### config.mk
export PLATFORM = sky130hd
export DESIGN_NAME = tv_timing_gen
export DESIGN_NICKNAME = d
export VERILOG_FILES = /design/src/rtl/tv_timing_pkg.sv /design/src/rtl/tv_cfg_shadow.sv /design/src/rtl/tv_hcount.sv /design/src/rtl/tv_vcount.sv /design/src/rtl/tv_timing_gen.sv
export SDC_FILE = /design/constraint.sdc
export NUM_CORES = 1
export LEC_CHECK = 0
export BUFFER_PORTS_ARGS = -buffer_cell sky130_fd_sc_hd__buf_4
export CAP_MARGIN = 5
export CELL_PAD_IN_SITES_DETAIL_PLACEMENT = 1
export CELL_PAD_IN_SITES_GLOBAL_PLACEMENT = 1
export CORE_MARGIN = 3
export CORE_UTILIZATION = 49
export CTS_CLUSTER_DIAMETER = 50
export DETAILED_ROUTE_END_ITERATION = 12
export MAX_ROUTING_LAYER = met4
export PLACE_DENSITY_LB_ADDON = 0.1
export SYNTH_ARGS = -nofsm -noshare
export SYNTH_HDL_FRONTEND = slang
export SYNTH_SLANG_ARGS = --single-unit
### constraint.sdc
create_clock -name clk -period 43.7 [get_ports clk]
set_clock_uncertainty 0.2 [all_clocks]
set_input_delay 8.74 -clock clk [delete_from_list [all_inputs] [get_ports clk]]
set_output_delay 8.74 -clock clk [all_outputs]
set_load 0.1 [all_outputs]
### src/rtl/tv_timing_pkg.sv
// Package: shared field encoding and the window-membership helper used by
// both the horizontal and the vertical counters.
// Assumes: positions and lengths fit in 16 bits.
package tv_timing_pkg;

    typedef enum logic {
        FIELD_ONE = 1'b0,
        FIELD_TWO = 1'b1
    } field_e;

    // True when pos lies in [start_m1+1, start_m1+1+len).
    function automatic logic in_span(input logic [15:0] pos,
                                     input logic [15:0] start_m1,
                                     input logic [15:0] len);
        logic [16:0] lo;
        logic [16:0] hi;
        lo = {1'b0, start_m1} + 17'd1;
        hi = lo + {1'b0, len};
        return ({1'b0, pos} >= lo) && ({1'b0, pos} < hi);
    endfunction

endpackage

### src/rtl/tv_cfg_shadow.sv
// Module: holds a snapshot of the programmed timing vector.
// It captures the vector while reset is held and again on each frame-start
// pulse, so the counters never see a change partway through a frame.
// Assumes: load is a single-cycle pulse from the vertical counter.
module tv_cfg_shadow #(
    parameter int W = 8
) (
    input  logic         clk,
    input  logic         rst_n,
    input  logic         load,
    input  logic [W-1:0] cfg_in,
    output logic [W-1:0] cfg_q
);

    // Capture the inputs during reset or at a frame boundary.
    always_ff @(posedge clk) begin
        if (!rst_n || load) begin
            cfg_q <= cfg_in;
        end
    end

endmodule

### src/rtl/tv_hcount.sv
// Module: pixel counter plus the horizontal strobes.
// Pixel 0 is the start of sync. Sync, blanking and burst are decoded from the
// counter without extra registers. The module also emits a tick whenever the
// counter is about to land on 0 or on the mid-line position.
// Assumes: the line length is at least two pixels.
module tv_hcount
    import tv_timing_pkg::*;
#(
    parameter int HW = 13
) (
    input  logic          clk,
    input  logic          rst_n,
    input  logic          pix_en,
    input  logic [HW-1:0] htotal_m1,
    input  logic [HW-1:0] hs_len,
    input  logic          burst_on,
    input  logic [HW-1:0] burst_start_m1,
    input  logic [HW-1:0] burst_len,
    input  logic [HW-1:0] hblank_start_m1,
    input  logic [HW-1:0] hblank_end_m1,
    output logic [HW-1:0] pix_cnt,
    output logic [HW-1:0] half_pos,
    output logic          half_tick,
    output logic          hsync,
    output logic          hblank,
    output logic          burst_gate
);

    logic [HW-1:0] pix_next;
    logic [HW:0]   line_total;

    // Next pixel position, returning to 0 at the programmed line end.
    always_comb begin
        pix_next   = (pix_cnt >= htotal_m1) ? '0 : pix_cnt + HW'(1);
        line_total = {1'b0, htotal_m1} + (HW+1)'(1);
        half_pos   = line_total[HW:1];
        half_tick  = pix_en && ((pix_next == '0) || (pix_next == half_pos));
    end

    // Pixel counter, advanced only on enabled clock edges.
    always_ff @(posedge clk) begin
        if (!rst_n) begin
            pix_cnt <= '0;
        end else if (pix_en) begin
            pix_cnt <= pix_next;
        end
    end

    // Horizontal strobes decoded from the pixel position.
    always_comb begin
        hsync      = pix_cnt < hs_len;
        burst_gate = burst_on && in_span(16'(pix_cnt), 16'(burst_start_m1), 16'(burst_len));
        hblank     = !in_span(16'(pix_cnt), 16'(hblank_end_m1),
                              16'(hblank_start_m1) - 16'(hblank_end_m1));
    end

    AST_PIX_HOLD: assert property (@(posedge clk) disable iff (!rst_n)
        !pix_en |=> $stable(pix_cnt));

endmodule

### src/rtl/tv_vcount.sv
// Module: half-line counter, field identifier and the vertical strobes.
// The counter steps on each half-line tick. The field ends when the counter
// passes the programmed length. Frame start is flagged so the shadow copy
// can reload.
// Assumes: half_tick arrives from the horizontal counter; pix_cnt and
// half_pos are used only by the checks.
module tv_vcount
    import tv_timing_pkg::*;
#(
    parameter int HW = 13,
    parameter int VW = 11,
    parameter int OW = 7
) (
    input  logic          clk,
    input  logic          rst_n,
    input  logic          half_tick,
    input  logic          prog,
    input  logic          equal_on,
    input  logic [VW-1:0] field_half_m1,
    input  logic [VW-1:0] vs_len,
    input  logic [OW-1:0] vs_f1_m1,
    input  logic [OW-1:0] vs_f2_m1,
    input  logic [OW-1:0] eq_len,
    input  logic [OW-1:0] eq_f1_m1,
    input  logic [OW-1:0] eq_f2_m1,
    input  logic [HW-1:0] pix_cnt,
    input  logic [HW-1:0] half_pos,
    output logic [VW-1:0] half_cnt,
    output logic          field_id,
    output logic          frame_load,
    output logic          vsync,
    output logic          equal
);

    field_e        field_q;
    logic          field_wrap;
    logic [OW-1:0] vs_start;
    logic [OW-1:0] eq_start;

    // Field end and frame boundary detection.
    always_comb begin
        field_wrap = half_tick && (half_cnt >= field_half_m1);
        frame_load = field_wrap && (prog || (field_q == FIELD_TWO));
    end

    // Half-line counter and field identifier.
    always_ff @(posedge clk) begin
        if (!rst_n) begin
            half_cnt <= '0;
            field_q  <= FIELD_ONE;
        end else if (half_tick) begin
            if (field_wrap) begin
                half_cnt <= '0;
                field_q  <= (prog || (field_q == FIELD_TWO)) ? FIELD_ONE : FIELD_TWO;
            end else begin
                half_cnt <= half_cnt + VW'(1);
            end
        end
    end

    // Vertical strobes; the current field picks its start offsets.
    always_comb begin
        vs_start = (field_q == FIELD_TWO) ? vs_f2_m1 : vs_f1_m1;
        eq_start = (field_q == FIELD_TWO) ? eq_f2_m1 : eq_f1_m1;
        vsync    = in_span(16'(half_cnt), 16'(vs_start), 16'(vs_len));
        equal    = equal_on && in_span(16'(half_cnt), 16'(eq_start), 16'(eq_len));
        field_id = field_q;
    end

    AST_HALF_ON_TICK: assert property (@(posedge clk) disable iff (!rst_n)
        !$stable(half_cnt) |-> ((pix_cnt == '0) || (pix_cnt == half_pos)));
    AST_FIELD_AT_WRAP: assert property (@(posedge clk) disable iff (!rst_n)
        !$stable(field_id) |-> (half_cnt == '0));
    AST_PROG_ONE_FIELD: assert property (@(posedge clk) disable iff (!rst_n)
        prog |-> (field_id == 1'b0));
    AST_VSYNC_NOT_ZERO: assert property (@(posedge clk) disable iff (!rst_n)
        vsync |-> (half_cnt != '0));

endmodule

### src/rtl/tv_timing_gen.sv
// Module: top level of the TV timing generator.
// It packs the timing inputs into one shadow vector and splits the snapshot
// between the horizontal and vertical counters. The frame-start pulse from
// the vertical counter reloads the snapshot.
// Assumes: the inputs stay constant for at least one clock before a frame
// start if they are to be taken.
module tv_timing_gen #(
    parameter int HW = 13,
    parameter int VW = 11,
    parameter int OW = 7
) (
    input  logic          clk,
    input  logic          rst_n,
    input  logic          pix_en,
    input  logic          progressive,
    input  logic          burst_on,
    input  logic          equal_on,
    input  logic [HW-1:0] h_total_m1,
    input  logic [HW-1:0] hsync_len,
    input  logic [HW-1:0] burst_start_m1,
    input  logic [HW-1:0] burst_len,
    input  logic [HW-1:0] hblank_start_m1,
    input  logic [HW-1:0] hblank_end_m1,
    input  logic [VW-1:0] field_half_m1,
    input  logic [VW-1:0] vsync_len,
    input  logic [OW-1:0] vsync_start_f1_m1,
    input  logic [OW-1:0] vsync_start_f2_m1,
    input  logic [OW-1:0] equal_len,
    input  logic [OW-1:0] equal_start_f1_m1,
    input  logic [OW-1:0] equal_start_f2_m1,
    output logic          hsync,
    output logic          hblank,
    output logic          burst_gate,
    output logic          vsync,
    output logic          equal,
    output logic          field_id,
    output logic [HW-1:0] pix_count,
    output logic [VW-1:0] half_count
);

    localparam int CFG_W = 3 + 6 * HW + 2 * VW + 5 * OW;

    logic [CFG_W-1:0] cfg_raw;
    logic [CFG_W-1:0] cfg_s;
    logic             frame_load;
    logic             half_tick;
    logic [HW-1:0]    half_pos;

    logic          s_prog, s_burst_on, s_equal_on;
    logic [HW-1:0] s_ht, s_hs, s_bs, s_bl, s_hbs, s_hbe;
    logic [VW-1:0] s_fh, s_vl;
    logic [OW-1:0] s_v1, s_v2, s_el, s_e1, s_e2;

    // Pack the programmed fields into one vector for the shadow.
    always_comb begin
        cfg_raw = {progressive, burst_on, equal_on,
                   h_total_m1, hsync_len, burst_start_m1, burst_len,
                   hblank_start_m1, hblank_end_m1,
                   field_half_m1, vsync_len,
                   vsync_start_f1_m1, vsync_start_f2_m1,
                   equal_len, equal_start_f1_m1, equal_start_f2_m1};
    end

    tv_cfg_shadow #(.W(CFG_W)) i_shadow (
        .clk    (clk),
        .rst_n  (rst_n),
        .load   (frame_load),
        .cfg_in (cfg_raw),
        .cfg_q  (cfg_s)
    );

    // Split the snapshot back into its fields.
    always_comb begin
        {s_prog, s_burst_on, s_equal_on,
         s_ht, s_hs, s_bs, s_bl, s_hbs, s_hbe,
         s_fh, s_vl, s_v1, s_v2, s_el, s_e1, s_e2} = cfg_s;
    end

    tv_hcount #(.HW(HW)) i_hcount (
        .clk             (clk),
        .rst_n           (rst_n),
        .pix_en          (pix_en),
        .htotal_m1       (s_ht),
        .hs_len          (s_hs),
        .burst_on        (s_burst_on),
        .burst_start_m1  (s_bs),
        .burst_len       (s_bl),
        .hblank_start_m1 (s_hbs),
        .hblank_end_m1   (s_hbe),
        .pix_cnt         (pix_count),
        .half_pos        (half_pos),
        .half_tick       (half_tick),
        .hsync           (hsync),
        .hblank          (hblank),
        .burst_gate      (burst_gate)
    );

    tv_vcount #(.HW(HW), .VW(VW), .OW(OW)) i_vcount (
        .clk           (clk),
        .rst_n         (rst_n),
        .half_tick     (half_tick),
        .prog          (s_prog),
        .equal_on      (s_equal_on),
        .field_half_m1 (s_fh),
        .vs_len        (s_vl),
        .vs_f1_m1      (s_v1),
        .vs_f2_m1      (s_v2),
        .eq_len        (s_el),
        .eq_f1_m1      (s_e1),
        .eq_f2_m1      (s_e2),
        .pix_cnt       (pix_count),
        .half_pos      (half_pos),
        .half_cnt      (half_count),
        .field_id      (field_id),
        .frame_load    (frame_load),
        .vsync         (vsync),
        .equal         (equal)
    );

    AST_HSYNC_AT_ORIGIN: assert property (@(posedge clk) disable iff (!rst_n)
        (pix_count == '0 && s_hs != '0) |-> hsync);
    AST_BURST_GATED: assert property (@(posedge clk) disable iff (!rst_n)
        !s_burst_on |-> !burst_gate);

endmodule

== After elaboration in Yosys (flattened, before gate mapping) ==
Index checks and enable logic that the tools add are counted.

* Bits in writable memories: 0
* ROM bits: 0
* Memories kept: 0
* Output and inout port bits: 30
* Latch bits: 0
* Register bits after elaboration: 163
* Input port bits: 141

* Reduce and logical (&&, ||, !) cells: 16
* Bitwise gates (word level): 0
* Multiplexer cells: 5
* $mul: 0
* Add/subtract/negate cells: 12
* Equality and inequality tests: 1
* Shift operators: 0
* Order comparisons: 11
* Divide/modulo/power cells: 0

{| class="wikitable"
|+ Operators with widths
! kind !! count
|-
| adder 13 x 1 -> 14 bit, second input constant || 3
|-
| greater-or-equal comparator 11 x 17 -> 1 bit || 2
|-
| greater-or-equal comparator 13 x 17 -> 1 bit || 2
|-
| less-than comparator 11 x 17 -> 1 bit || 2
|-
| less-than comparator 13 x 17 -> 1 bit || 2
|-
| adder 17 x 11 -> 17 bit || 1
|-
| adder 17 x 13 -> 17 bit || 1
|-
| adder 17 x 16 -> 17 bit || 1
|-
| adder 17 x 7 -> 17 bit || 1
|-
| adder 7 x 1 -> 8 bit, second input constant || 2
|-
| two-way mux 7 bit || 2
|-
| subtractor 13 x 13 -> 14 bit || 1
|-
| adder 13 x 1 -> 13 bit, second input constant || 1
|-
| == test 13 bit || 1
|-
| greater-or-equal comparator 13 bit || 1
|-
| zero test 13 bit || 1
|-
| less-than comparator 13 bit || 1
|-
| two-way mux 13 bit || 1
|-
| adder 11 x 1 -> 11 bit, second input constant || 1
|-
| greater-or-equal comparator 11 bit || 1
|-
| two-way mux 11 bit || 1
|-
| logical AND 1 bit || 9
|-
| logical OR 1 bit || 3
|-
| zero test 1 bit || 2
|-
| 2 further kinds || 2
|}

== Logic depth before layout (Yosys ltp) ==
Gate-level depths: netlist of run 1.

* Depth after elaboration: 8
* Depth in mapped cells: 23

== By module ==
A second synthesis of run 1 with hierarchy kept.

* Cells, all modules: 1168
* Area, all modules: 12105.4 sq um

{| class="wikitable"
|+ Modules (own cells, without submodules)
! module !! instances !! cells each !! area each (sq um)
|-
| tv_hcount || 1 || 699 || 5221.3
|-
| tv_cfg_shadow || 1 || 139 || 4150.2
|-
| tv_vcount || 1 || 330 || 2733.9
|}

== Worst setup path after synthesis of run 1 ==
OpenSTA, ideal clock, no wires.

* Kind: input -> register
* Start point: input pix_en
* End point: register i_shadow.cfg_q[0] (enable)
* Buffers on the path: 0
* Stages: 6
* Arrival: 19.694 ns
* Setup slack: 22.969 ns
* Path through: o21ai_0 a211oi_1 o221ai_2 a211oi_4 nor2_1 o31ai_1

* Cells in the longest elaborated chain, start to end: 4

{| class="wikitable"
|+ Ends and longest elaborated chain
! what !! line !! text
|-
| start: declaration || tv_timing_gen.sv:14 || <nowiki>input logic pix_en,</nowiki>
|-
| logical AND 1 bit || tv_hcount.sv:37 || <nowiki>half_tick = pix_en && ((pix_next == '0) || (pix_next == half_pos));</nowiki>
|-
| logical AND 1 bit || tv_vcount.sv:42 || <nowiki>field_wrap = half_tick && (half_cnt >= field_half_m1);</nowiki>
|-
| logical AND 1 bit || tv_vcount.sv:43 || <nowiki>frame_load = field_wrap && (prog || (field_q == FIELD_TWO));</nowiki>
|-
| logical OR 1 bit || tv_cfg_shadow.sv:17 || <nowiki>if (!rst_n || load) begin</nowiki>
|-
| end signal: assignment || tv_cfg_shadow.sv:18 || <nowiki>cfg_q <= cfg_in;</nowiki>
|-
| end: declaration || tv_cfg_shadow.sv:12 || <nowiki>output logic [W-1:0] cfg_q</nowiki>
|}

No other way between the ends.
A chain may end at the register's enable or synchronous reset.

== Worst setup path after layout of run 1 ==
* Start point: register i_shadow.cfg_q[57]
* End point: output hblank

* Cells in the longest elaborated chain, start to end: 5

{| class="wikitable"
|+ Ends and longest elaborated chain
! what !! line !! text
|-
| adder 13 x 1 -> 14 bit or subtractor 13 x 13 -> 14 bit (tied branches) || tv_timing_pkg.sv:17, tv_hcount.sv:54 ||
|-
| adder 17 x 16 -> 17 bit || tv_timing_pkg.sv:18 || <nowiki>hi = lo + {1'b0, len};</nowiki>
|-
| less-than comparator 13 x 17 -> 1 bit || tv_timing_pkg.sv:19 || <nowiki>return ({1'b0, pos} >= lo) && ({1'b0, pos} < hi);</nowiki>
|-
| logical AND 1 bit * || tv_timing_pkg.sv:19 ||
|-
| zero test 1 bit * || tv_hcount.sv:53 || <nowiki>hblank = !in_span(16'(pix_cnt), 16'(hblank_end_m1),</nowiki>
|-
| end: declaration || tv_timing_gen.sv:32 || <nowiki>output logic hblank,</nowiki>
|}

Every way passes the cells marked *; elsewhere a longest branch is shown, timed or not.

==> results of run 1 <==
==> critical path, cell delays in order, from the launching register on <==
cell and delay, ns:
edfxtp_1 0.48, ha_1 0.27, fa_1 0.42, nor2b_1 0.12, o21ai_0 0.10, a21boi_0 0.24, o21ai_0 0.15, a21boi_0 0.24
o21ai_0 0.14, nor2b_1 0.16, xnor2_1 0.12, ha_1 0.34, and3_1 0.17, a21oi_1 0.09, o21ai_0 0.17, o41ai_1 0.56
xor2_1 0.15, ha_1 0.33, and4_1 0.21, o21ai_0 0.12, a211oi_1 0.23, a211o_1 0.16, buf_4 0.28
==> layout make-up <==
cell class / count / share of cell area
sequential: 163 / 0.324
clock buffer: 17 / 0.0297
inverter: 133 / 0.0349
tap: 319 / 0.0279
timing repair buffer: 177 / 0.0928
clock inverter: 15 / 0.0132
multi-input combinational: 868 / 0.477
==> kinds of logic after synthesis <==
| group | after synthesis |
|---|---|
| muxes | 13 |
| AOI/OAI and AO/OA | 270 |
| xor gates and xnor gates | 96 |
| and+or+nand+nor | 301 |
| adders and majority gates | 188 |
| DFF | 163 |
| buffers and inverters | 151 |
==> cell usage in the layout, fill, tap and decap left out, types with 11 or more instances in the layout <==
| cell type | n |
|---|---|
| nor2b_1 | 20 |
| buf_4 | 177 |
| a22oi_1 | 13 |
| inv_1 | 133 |
| and3_1 | 22 |
| xnor2_1 | 61 |
| mux2i_1 | 11 |
| nand3_1 | 42 |
| a21oi_1 | 60 |
| nand2b_1 | 24 |
| clkbuf_16 | 17 |
| xor2_1 | 34 |
| edfxtp_1 | 138 |
| nand4_1 | 11 |
| ha_1 | 183 |
| nor3_1 | 17 |
| nand2_1 | 51 |
| dfxtp_1 | 25 |
| o21ai_0 | 43 |
| nor2_1 | 68 |
| a21o_1 | 57 |
==> metrics by stage <==
step	hold slack (ns)	util	power, mW	area [sq um]	worst slack [ns]
3_3_place_gp	0.383	0.575	0.317	13700	29.78
4_1_cts	0.418	0.601	0.488	14300	29.04
5_1_grt	0.441	0.601	0.512	14300	28.52
6_report	0.411	0.601	0.484	14300	29.07
3_5_place_dp	0.405	0.575	0.325	13700	29.67
2_1_floorplan	0.300	-	0.289	12000	22.97
==> final timing paths <==
check                            from                  to  slack (ns)
hold / removal    i_shadow.cfg_q[137]   i_vcount.field_id        0.41
setup reg to reg  i_hcount.pix_cnt[6]  i_shadow.cfg_q[65]       37.92
hold reg to reg   i_shadow.cfg_q[137]   i_vcount.field_id        0.41
setup / recovery   i_shadow.cfg_q[57]              hblank       29.07
==> report_power, final <==
group          internal (mW)  switching [mW]
Combinational         0.0629          0.0728
Clock                 0.0873          0.0726
Sequential             0.181         0.00748
Total                  0.331           0.153
==> sequential cells by signal, indices dropped and copies added (netlist names) <==
name	flops
i_hcount.pix_cnt	13
i_shadow.cfg_q	138
i_vcount.field_id	1
i_vcount.half_cnt	11
==> layer usage <==
layer	routed length, microns	global-route usage	part of all wire	up-vias
met5	0	-	0	-
met4	544	0.0665	0.017	0
met3	1090	0.0336	0.034	32
met2	16900	0.450	0.53	182
met1	13400	0.294	0.42	4673
li1	-	-	-	4673
==> run_results.csv, run 1 <==
group,metric,value,unit
yosys,synth_common_cells,"183 x ha_1, 138 x edfxtp_1, 133 x inv_1",
routing,wire_per_inst,18.9,microns
global_route,grt_usage,0.250,
yosys,ys_types,76,
routing,avgViaCountPerCell,5.65,
sta,tightest_slew,0.986,ns
yosys,async_flop_share,0,
finish,drive_gt1_frac,0.168,
finish,multi_input_area,6840,sq um
yosys,synth_most_common_cell,"ha_1",
floorplan,start_util,0.505,
critical_path,start_kind,"flop",
run,drv_cap,0,
sta,hold_viol,0,
placed_design,dpl.cell_count,1660,
routing,post-route-drc-count,0,
placed_design,dp_hpwl,23.8,mm
routing,initialDrtViolationCount,590,
sta,timing.fmax,68.4,MHz
floorplan,fp.dieW,163,microns
cts,post-cts-setup-buffers,0,
sta,rsz0062_at_grt,"no",
cts,clk_latency,0.44,ns
hold_path,whs_path_depth,3,
yosys,synth_compound_area_frac,0.155,
critical_path,cp.arrival,5.69,ns
floorplan,ios,171,
sta,setup_viol_count_final,0,
floorplan,fp-row-count,56,
cts,cts_sinks,163,
floorplan,die_area,26500,sq um
cts,clk_path_buf_depth,2,
sta,maxSlewViolCount,0,
finish,diodes,0,
yosys,yosys.area.top_type_share,0.344,
yosys,yosysTopAreaCell,"edfxtp_1",
yosys,synthMuxAreaShare,0.0110,
floorplan,core_area,23800,sq um
finish,instances_no_fill,1692,
critical_path,critPathKind,"flop to output pin",
critical_path,endpoint_kind,"output pin",
global_route,grt_first_pass_wirelength,51.3,mm
power_and_ir_drop,ir_worst_vdd,23.5,uV
finish,fin_nets,1689,
global_route,grt_pass1_vias,10300,
routing,num_vias,9560,
global_route,overflow,0,
global_route,antenna_found_initial,0,
routing,drtPass1Iterations,5,
finish,area_growth,19.0,%
routing,wl,31.9,mm
cts,cts_resized,0,
floorplan,die_y,163,microns
global_route,grt_max_degree,58,
placed_design,gp_congestion,0.869,
yosys,synth_cells,1182,
cts,h-tree-depth,4,
yosys,ys_warn_count,0,
critical_path,worstPathRequired,34.76,ns
power_and_ir_drop,power_density,33.8,nW/um^2
cts,hold_buffers,0,
yosys,ys_seq_area_frac,0.386,
yosys,synth_top_family_by_area,"adder cells",
yosys,mappedNetlistNets,1511,
yosys,synth_area_leaders,"edfxtp_1 34%, ha_1 19%, xnor2_1 4.4%",
yosys,synth_edf_count,138,
placed_design,port_buffers,170,
finish,final-seq-area,4640,sq um
yosys,syn-cell-area,12000,sq um
critical_path,cp_max_fo,6,
cts,cts_buffers,17,
yosys,synth_xor_area_frac,0.0710,
power_and_ir_drop,p_leak,6.70,nW
status,status,"finished clean",
yosys,ys_dominant_reg_cell,"edfxtp_1",
routing,ant_nets,0,
sta,max_slew_margin,0.342,
sta,min_period_over_period,0.335,
yosys,synth-adder-area-share,0.199,
yosys,synth_simple_gate_area_frac,0.131,
critical_path,ff2ff_path_depth,12,
finish,num-fill-cells,2600,
yosys,synth_seq_cells,163,
cts,clockRootBuffer,"clkbuf_16",
cts,cts_tree,"built",
sta,period_minus_slack,14.63,ns
sta,fin_tns_setup,0,ns
yosys,syn_area_per_cell,10.2,sq um
hold_path,holdCritPathClass,"flop to flop",
cts,clk_pin_slew_worst_paths,0.08,ns
Power figures use the tool's default switching activity.
==> run 2, diff against run 1 <==
CORE_UTILIZATION = 41   (was 49)
clock period = 12.8 ns   (was 43.7 ns; I/O delays follow)
==> run 2 against run 1 <==
Core utilization is 10 points lower. Worst setup slack worse by 25 ns. Non-clock buffer count is 1 lower. Via count decreased by 0.51%. Hold slack got worse by 0.0091 ns. Design area up 0.12%. Clock-buffer cell count rose by 1. Total power grew to 3.3 times the previous value. Combinational power rose to 3.3 times the previous value. Routed wire length down 2.1%. Die area increased by 19%. Clock power grew to 3.1 times the previous value. Highest routed layer unchanged.
==> run_results.csv, run 2 (synthesis gave the netlist of run 1 again) <==
group,metric,value,unit
power_and_ir_drop,p_sw,0.499,mW
routing,initialDrtViolationCount,286,
sta,fin_tns_setup,0,ns
finish,layout_commonest_cell,"ha_1",
cts,h-tree-depth,4,
finish,fin_nets,1688,
cts,clockRootBuffer,"clkbuf_16",
critical_path,endpoint_kind,"output pin",
placed_design,dp_hpwl,23.8,mm
routing,wl,31.3,mm
global_route,antenna_found_initial,1,
placed_design,place_area,13800,sq um
routing,post-route-drc-count,0,
floorplan,ios,171,
floorplan,die_y,177,microns
critical_path,slowest_delay,0.54,ns
critical_path,cp_max_fo,6,
floorplan,fp.dieW,177,microns
critical_path,critPathKind,"flop to output pin",
routing,num_vias,9511,
power_and_ir_drop,p_sw_frac,0.315,
sta,maxSlewViolCount,0,
power_and_ir_drop,p_seq_frac,0.406,
power_and_ir_drop,p_int,1.08,mW
floorplan,fp-row-count,62,
cts,hold_buffers,0,
sta,period_minus_slack,8.48,ns
routing,ant_nets,0,
critical_path,critPathBufInv,1,
sta,rsz0062_at_grt,"no",
cts,cts_tree,"built",
critical_path,start_kind,"flop",
routing,drtPass1Iterations,7,
sta,setup_viol_count_final,0,
routing,wire_per_inst,17.8,microns
hold_path,holdCritPathClass,"flop to flop",
cts,cts_sinks,163,
power_and_ir_drop,combPwrFrac,0.284,
critical_path,cp_slowest_cell,"o41ai_1",
power_and_ir_drop,p_leak,6.66,nW
finish,area_growth,19.1,%
cts,clk_path_buf_depth,2,
finish,final_cell_area,14300,sq um
global_route,grt_usage,0.208,
global_route,busiest_layer,"met2",
floorplan,die_area,31500,sq um
global_route,grt_pass1_vias,9990,
floorplan,start_util,0.417,
global_route,overflow,0,
global_route,met2_usage,0.358,
placed_design,gp_congestion,0.810,
critical_path,cp_cell_sequence,"ha_1 > fa_1 > nor2b_1 > o21ai_0 > a21boi_0 > o21ai_0 > a21boi_0 > o21ai_0 > nor2b_1 > xnor2_1 > ha_1 > and3_1 > a21oi_1 > o21ai_0 > o41ai_1 > xor2_1 > ha_1 > and4_1 > o21ai_0 > a211oi_1 > a211o_1 > buf_4",
finish,drive_gt1_frac,0.167,
sta,max_slew_margin,0.335,
critical_path,cp_common_cell,"o21ai_0",
floorplan,core_area,28900,sq um
global_route,grt_max_degree,72,
sta,tightest_slew,0.998,ns
cts,cts_resized,0,
global_route,gr-usage-met1,0.257,
finish,top_register,"i_shadow.cfg_q",
sta,min_period_over_period,0.663,
run,drv_cap,0,
power_and_ir_drop,clkPwrFrac,0.311,
critical_path,path_delay_family,"compound AO/OA/AOI/OAI gates",
power_and_ir_drop,power_density,110,nW/um^2
power_and_ir_drop,report.power.total,1.58,mW
critical_path,worstPathRequired,10.04,ns
cts,clk_latency,0.44,ns
placed_design,port_buffers,170,
routing,avgViaCountPerCell,5.41,
cts,cts_buffers,17,
critical_path,cp.arrival,5.72,ns
global_route,grt_first_pass_wirelength,50.8,mm
status,status,"finished clean",
global_route,use_met3,0.0411,
finish,mostFrequentLayoutCells,"183 x ha_1, 176 x buf_4, 138 x edfxtp_1",
finish,top_regs,"i_shadow.cfg_q (138), i_hcount.pix_cnt (13), i_vcount.half_cnt (11)",
cts,clk_pin_slew_worst_paths,0.07,ns
finish,largest_reg_flops,138,
power_and_ir_drop,ir_worst_vdd,92.2,uV
sta,hold_viol,0,
sta,timing.fmax,118,MHz
cts,post-cts-setup-buffers,0,
[run 2: changes by cell type in the layout (fill, tap and decap cells not counted), moves of 2 or more]
cell        before  now
clkinvlp_4       2    4
clkinv_4         1    3
bufinv_16        2    0
inv_8            6    2
[run 2: final timing paths]
path                                     startpoint            endpoint  slack [ns]  depth (start not counted)
worst max register to register  i_hcount.pix_cnt[6]  i_shadow.cfg_q[79]        7.50                         11
worst min register to register  i_shadow.cfg_q[137]   i_vcount.field_id        0.40                          3
worst min-delay path            i_shadow.cfg_q[137]   i_vcount.field_id        0.40                          3
worst max-delay path             i_shadow.cfg_q[57]              hblank        4.32                         22
[run 2: area by class of cell]
class	instances	area [sq um]
fill	3250	14500
multi-input combinational	868	6840
sequential	163	4640
timing repair buffer	176	1320
inverter	133	499
tap	384	480
clock buffer	18	429
clock inverter	14	126
antenna	1	2.50
[run 2: through the flow]
step / hold WS (ns) / util / instances / setup slack, ns
after floorplan: 0.308 / - / 1182 / 2.58
after global placement: 0.404 / 0.478 / 1724 / 5.01
after detailed placement: 0.406 / 0.478 / 1724 / 4.75
after CTS: 0.425 / 0.497 / 1756 / 4.24
after global routing: 0.453 / 0.497 / 1757 / 3.74
final: 0.402 / 0.497 / 1757 / 4.32
[run 2: power by group through the flow]
stage          clock network [mW]  logic (mW)  registers, mW
2_1_floorplan                   0       0.331          0.652
3_3_place_gp                    0       0.434          0.653
3_5_place_dp                    0       0.451          0.653
4_1_cts                     0.505       0.455          0.642
5_1_grt                     0.528       0.519          0.647
6_report                    0.492       0.449          0.642
[run 2: per-layer routing]
metal / part of all wire / vias up
li1: - / 4674
met1: 0.45 / 4644
met2: 0.49 / 168
met3: 0.046 / 25
met4: 0.011 / 0
met5: 0 / -
[run 2: tightest hold or removal path: stages (launching register included)]
cell	delay, ns
edfxtp_1	0.34
nor2_1	0.08
nand2_1	0.08
mux2i_1	0.06
